[src/rtl/stby_pkg.sv]
package stby_pkg;
  typedef enum logic [1:0] {
    ST_RUN    = 2'd0,
    ST_LIGHT  = 2'd1,
    ST_DEEP   = 2'd2,
    ST_SETTLE = 2'd3
  } stby_state_e;
endpackage

[src/rtl/stby_wake_eval.sv]
module stby_wake_eval (
  input  logic clk,
  input  logic rst,
  input  logic in_deep,
  input  logic irq_in,
  input  logic xirq,
  input  logic int_req,
  input  logic x_bit,
  input  logic i_bit,
  output logic wake,
  output logic service
);
  logic irq_q;
  logic irq_rise;
  logic mask_src;

  always_ff @(posedge clk) begin
    if (rst) irq_q <= 1'b0;
    else     irq_q <= irq_in;
  end

  assign irq_rise = irq_in & ~irq_q;

  // Deep sleep accepts only the IRQ edge; light sleep accepts levels and internal sources.
  always_comb begin
    mask_src = in_deep ? irq_rise : (irq_in | int_req);
    wake     = xirq | mask_src;
    service  = (xirq & ~x_bit) | (mask_src & ~i_bit);
  end

  assert_service_needs_wake_R8: assert property (@(posedge clk) disable iff (rst)
    service |-> wake);
endmodule

[src/rtl/stby_settle_timer.sv]
module stby_settle_timer #(
  parameter int SETTLE_CYC = 16
) (
  input  logic clk,
  input  logic rst,
  input  logic active,
  output logic done
);
  localparam int CW = $clog2(SETTLE_CYC + 1);
  localparam logic [CW-1:0] LAST = CW'(SETTLE_CYC - 1);

  logic [CW-1:0] cnt;

  always_ff @(posedge clk) begin
    if (rst || !active) cnt <= '0;
    else if (cnt != LAST) cnt <= cnt + 1'b1;
  end

  assign done = active && (cnt == LAST);

  assert_cnt_bound_R7: assert property (@(posedge clk) disable iff (rst)
    cnt <= LAST);
  assert_cnt_idle_zero_R7: assert property (@(posedge clk) disable iff (rst)
    !active |=> (cnt == '0));
endmodule

[src/rtl/stby_seq.sv]
module stby_seq #(
  parameter int SETTLE_CYC = 16
) (
  input  logic clk,
  input  logic rst,
  input  logic wai_req,
  input  logic stop_req,
  input  logic irq_in,
  input  logic xirq,
  input  logic int_req,
  input  logic s_bit,
  input  logic x_bit,
  input  logic i_bit,
  output logic cpu_halt,
  output logic periph_clk_en,
  output logic osc_en,
  output logic wake_pulse,
  output logic wake_service
);
  import stby_pkg::*;

  stby_state_e state, nxt;
  logic wake, svc_now, settle_done;
  logic svc_hold, hold_ld;
  logic pulse_n, svc_n;

  stby_wake_eval u_wake (
    .clk     (clk),
    .rst     (rst),
    .in_deep (state == ST_DEEP),
    .irq_in  (irq_in),
    .xirq    (xirq),
    .int_req (int_req),
    .x_bit   (x_bit),
    .i_bit   (i_bit),
    .wake    (wake),
    .service (svc_now)
  );

  stby_settle_timer #(.SETTLE_CYC(SETTLE_CYC)) u_settle (
    .clk    (clk),
    .rst    (rst),
    .active (state == ST_SETTLE),
    .done   (settle_done)
  );

  always_comb begin
    nxt     = state;
    pulse_n = 1'b0;
    svc_n   = 1'b0;
    hold_ld = 1'b0;
    unique case (state)
      ST_RUN: begin
        if (stop_req && !s_bit) nxt = ST_DEEP;
        else if (wai_req)       nxt = ST_LIGHT;
      end
      ST_LIGHT: begin
        if (wake) begin
          nxt     = ST_RUN;
          pulse_n = 1'b1;
          svc_n   = svc_now;
        end
      end
      ST_DEEP: begin
        if (wake) begin
          nxt     = ST_SETTLE;
          hold_ld = 1'b1;
        end
      end
      ST_SETTLE: begin
        if (settle_done) begin
          nxt     = ST_RUN;
          pulse_n = 1'b1;
          svc_n   = svc_hold;
        end
      end
      default: nxt = ST_RUN;
    endcase
  end

  always_ff @(posedge clk) begin
    if (rst) begin
      state         <= ST_RUN;
      cpu_halt      <= 1'b0;
      periph_clk_en <= 1'b1;
      osc_en        <= 1'b1;
      wake_pulse    <= 1'b0;
      wake_service  <= 1'b0;
      svc_hold      <= 1'b0;
    end else begin
      state         <= nxt;
      cpu_halt      <= (nxt != ST_RUN);
      periph_clk_en <= (nxt == ST_RUN) || (nxt == ST_LIGHT);
      osc_en        <= (nxt != ST_DEEP);
      wake_pulse    <= pulse_n;
      wake_service  <= svc_n;
      if (hold_ld) svc_hold <= svc_now;
    end
  end

  assert_gated_means_halted_R4: assert property (@(posedge clk) disable iff (rst)
    !periph_clk_en |-> cpu_halt);
  assert_osc_off_gates_clk_R7: assert property (@(posedge clk) disable iff (rst)
    !osc_en |-> !periph_clk_en);
  assert_pulse_single_R3: assert property (@(posedge clk) disable iff (rst)
    wake_pulse |=> !wake_pulse);
  assert_service_with_pulse_R10: assert property (@(posedge clk) disable iff (rst)
    wake_service |-> wake_pulse);
  assert_stop_nop_R5: assert property (@(posedge clk) disable iff (rst)
    (state == ST_RUN && stop_req && s_bit && !wai_req) |=> !cpu_halt);
  assert_stop_enter_R4: assert property (@(posedge clk) disable iff (rst)
    (state == ST_RUN && stop_req && !s_bit) |=> (!osc_en && cpu_halt));
  assert_reset_run_R9: assert property (@(posedge clk)
    rst |=> (!cpu_halt && periph_clk_en && osc_en && !wake_pulse));
endmodule

[config.mk]
export PLATFORM = sky130hd
export DESIGN_NAME = stby_seq
export DESIGN_NICKNAME = d
export VERILOG_FILES = /design/src/rtl/stby_pkg.sv /design/src/rtl/stby_wake_eval.sv /design/src/rtl/stby_settle_timer.sv /design/src/rtl/stby_seq.sv
export SDC_FILE = /design/constraint.sdc
export NUM_CORES = 1
export LEC_CHECK = 0
export ABC_AREA = 1
export CAP_MARGIN = 20
export CORE_AREA = 2 2 39 41
export CTS_BUF_LIST = sky130_fd_sc_hd__clkbuf_4 sky130_fd_sc_hd__clkbuf_8
export DETAILED_ROUTE_END_ITERATION = 6
export DIE_AREA = 0 0 41 43
export PLACE_DENSITY = 0.78
export RECOVER_POWER = 25
export SLEW_MARGIN = 20
export SYNTH_ARGS = -nofsm -noshare
export SYNTH_HDL_FRONTEND = slang
export SYNTH_HIERARCHICAL = 1
export SYNTH_SLANG_ARGS = --single-unit
[constraint.sdc]
create_clock -name clk -period 1.7 [get_ports clk]
set_input_delay 0.255 -clock clk [delete_from_list [all_inputs] [get_ports clk]]
set_output_delay 0.255 -clock clk [all_outputs]
set_load 0.05 [all_outputs]
==> results.md <==
* Overall power at 0.000711 W
* First-pass GRT wire length at 1.94 mm
* Required time worst endpoint at 1440 ps
* Hold Path Depth at 2
* Multi-input logic area at 292 um2
* Relative slew slack at 0.600
* Wirelength per Cell at 8.60 um
* Total of max-cap violations at 0
* DRT Pass-1 Iters at 4
* Sequential cell area at around 280 um2
* Final period util at 0.968
* Syn. warnings at 6
* Vias at 576
* Post-synth EDFFs at 0
* Status: complete, no violations
* Std cell rows at 14
* Total GRT Usage at 0.159
* Post-synth top cells: nand2_1, inv_1, dfxtp_1
* DRC violations left at 0
* Crit end category: primary output
* Placed Area at 798 um2
* Setup Crit Path Kind: flip-flop to primary output
* Startpoint types: flip-flop
* Power per Cell Area at 856 nW/um2
* Fin. Hold Viols at 0
* Gr ovfl total at 0
* Initial Util at 0.467
* Primary FF master, synth: dfxtp_1
* Top post-synthesis cells by area: dfxtp_1, nand2_1, inv_1
* Share of layout cells above drive strength 1 at 0.193
* Syn avg cell area at 7.09 um2
* Slowest CP cell: clkdlybuf4s50_1
* Share of the synthesized area in the top cell type at 0.434
* Clock skew at between 4 and 5 ps
* CP max FO at 1
* Port bufs at 14
* Die height at 43 um
* Endpoints failing setup at 0
* Post-synthesis cell type with the largest combined area: dfxtp_1
* Worst Path Arrival at approximately 1400 ps
* DR iter-0 viols at 4
* Routed WL at 1.08 mm
* H-tree depth at 1
* Most common cell in the netlist: nand2_1
* Area Overhead vs Synth at 28.7%
* R2R Setup Slk at 170 ps
* Hold Crit Endpoint: u_settle/cnt[1]
* R2R cell count at 10
* Reg-to-reg endpoint: cpu_halt
* Placer congestion estimate at approximately 0.8
* Flops & latches, synth at 14
* Fillcell total at 121
* Post-Syn Nets at 103
* Vias/cell at 4.61
* HPWL after DPL at 900 um
* CP max stage delay at 800 ps
* Vias in the first global route at 516
* Mapped Cells at 91
* Clock Sinks at 14
* Post-synthesis sequential area ratio at 0.434
* IO Pins at 15
* LEAKAGE at 0.379 nW
* Reg2reg start: u_settle/cnt[1]
* Largest vdd supply drop at between 600 and 700 uV
* Die Wd at 41 um
* Worst-Margin Slew at 602 ps
* Clock latency on the worst-skew pair at around 270 ps
* Core area at 1380 um2
* Hold_sp: u_settle/cnt[1]
* CP Buf/Inv Count at 1
* Post-CTS setup repair buffer count at 0
* Number of stages on the worst setup path at 1
* Min-Delay Path Class: flip-flop to flip-flop
* Longest Clk Path Bufs at 2
* Hold Buf Count CTS at 0
* Diodes inserted at 0
* Post-layout instance area at 831 um2
* Clock transition at path regs at 80 ps
* Initial antenna violation count at 0
* CTS Buf Count at 3
* Count of cell types in the netlist at 18
* ANT nets after route at 0
* Achievable clock frequency at approximately 0.6 GHz
* Post-route minimum period at 1640 ps
* Final Max Tran Viols at 0
* WHS at 482 ps
* CTS tree: built
* RSZ-0062 raised after global routing: no
* CP top delay family: buffers and inverters
* Largest net degree at the start of global routing at 9
* Synthesized cell area at about 650 um2
* Setup TNS at 0 ps
* Asr flop ratio synth at 0
* Root Driver: clkbuf_4
* Cells along the critical path: clkdlybuf4s50_1
* Full die area at around 1800 um2
* Final Net Count at 122
state kept, by name, indices dropped and copies added (netlist names):
signal,flops
cpu_halt,1
osc_en,1
periph_clk_en,1
state,2
svc_hold,1
u_settle/cnt,5
u_wake/irq_q,1
wake_pulse,1
wake_service,1
worst register-to-register path, delay by kind of cell (launching register included):
kind,cells,cell delay (ps)
AND/OR/NAND/NOR,7,590
buffers and inverters,1,80
flip-flops,1,350
adder cells (fa/ha/maj),2,400
layout by cell type, fill, tap and decap left out, types with 2 or more instances in the layout:
cell / n
o21ai_1: 2
nor2_1: 5
nand3_1: 7
clkbuf_1: 3
nand2_1: 20
a21oi_1: 8
clkdlybuf4s50_1: 10
ha_2: 2
dfxtp_1: 12
dfxtp_2: 2
clkbuf_4: 3
inv_2: 5
inv_1: 15
nor2_2: 3
nand2_2: 3
where the power goes:
part,internal [W],switching (W)
sequential,0.000344,0.0000109
combinational,0.0000462,0.0000765
clock,0.000130,0.000104
per-stage QoR:
| step | std cells | worst slack [ps] | utilization |
|---|---|---|---|
| 2_1_floorplan | 91 | 252 | - |
| 3_3_place_gp | 121 | 170 | 0.577 |
| 3_5_place_dp | 121 | 130 | 0.577 |
| 4_1_cts | 125 | 35.3 | 0.603 |
| 5_1_grt | 125 | 20.0 | 0.600 |
| 6_report | 125 | 55.1 | 0.600 |
repair_timing:
item / CTS / global route
endpoints found under the hold margin: 0 / 0
setup endpoints to repair: 0 / 3
gates resized for setup: 0 / 4
worst max-delay path by stage:
stage	from	end	slack, ps
2_1_floorplan	u_settle/cnt[0]	cpu_halt	250
4_1_cts	osc_en	osc_en	40
3_3_place_gp	u_settle/cnt[0]	cpu_halt	170
3_5_place_dp	u_settle/cnt[0]	cpu_halt	130
5_1_grt	osc_en	osc_en	20
6_report	osc_en	osc_en	60
layout make-up:
cell class / instances / area share
Multi-Input combinational cell: 56 / 0.351
Sequential cell: 14 / 0.340
Timing Repair Buffer: 14 / 0.146
Inverter: 21 / 0.0949
Clock buffer: 4 / 0.0437
Tap cell: 16 / 0.0241
per-layer routing:
layer  up-vias  global-route usage  part of all wire
met5         -                   0                 0
met4         0              0.0800             0.016
li1        313                   -                 -
met3         2              0.0314             0.031
met1       252               0.196              0.46
met2         9               0.250              0.49
kinds of logic after synthesis:
logic type               count (synthesis)  share of synthesized area
AND/OR/NAND/NOR                         44                      0.328
buffers and inverters                   21                      0.122
flip-flops                              14                      0.434
AO/OA/AOI/OAI                           10                     0.0775
adder cells (fa/ha/maj)                  2                     0.0388
Note: power is estimated with default switching activity, not from simulation.
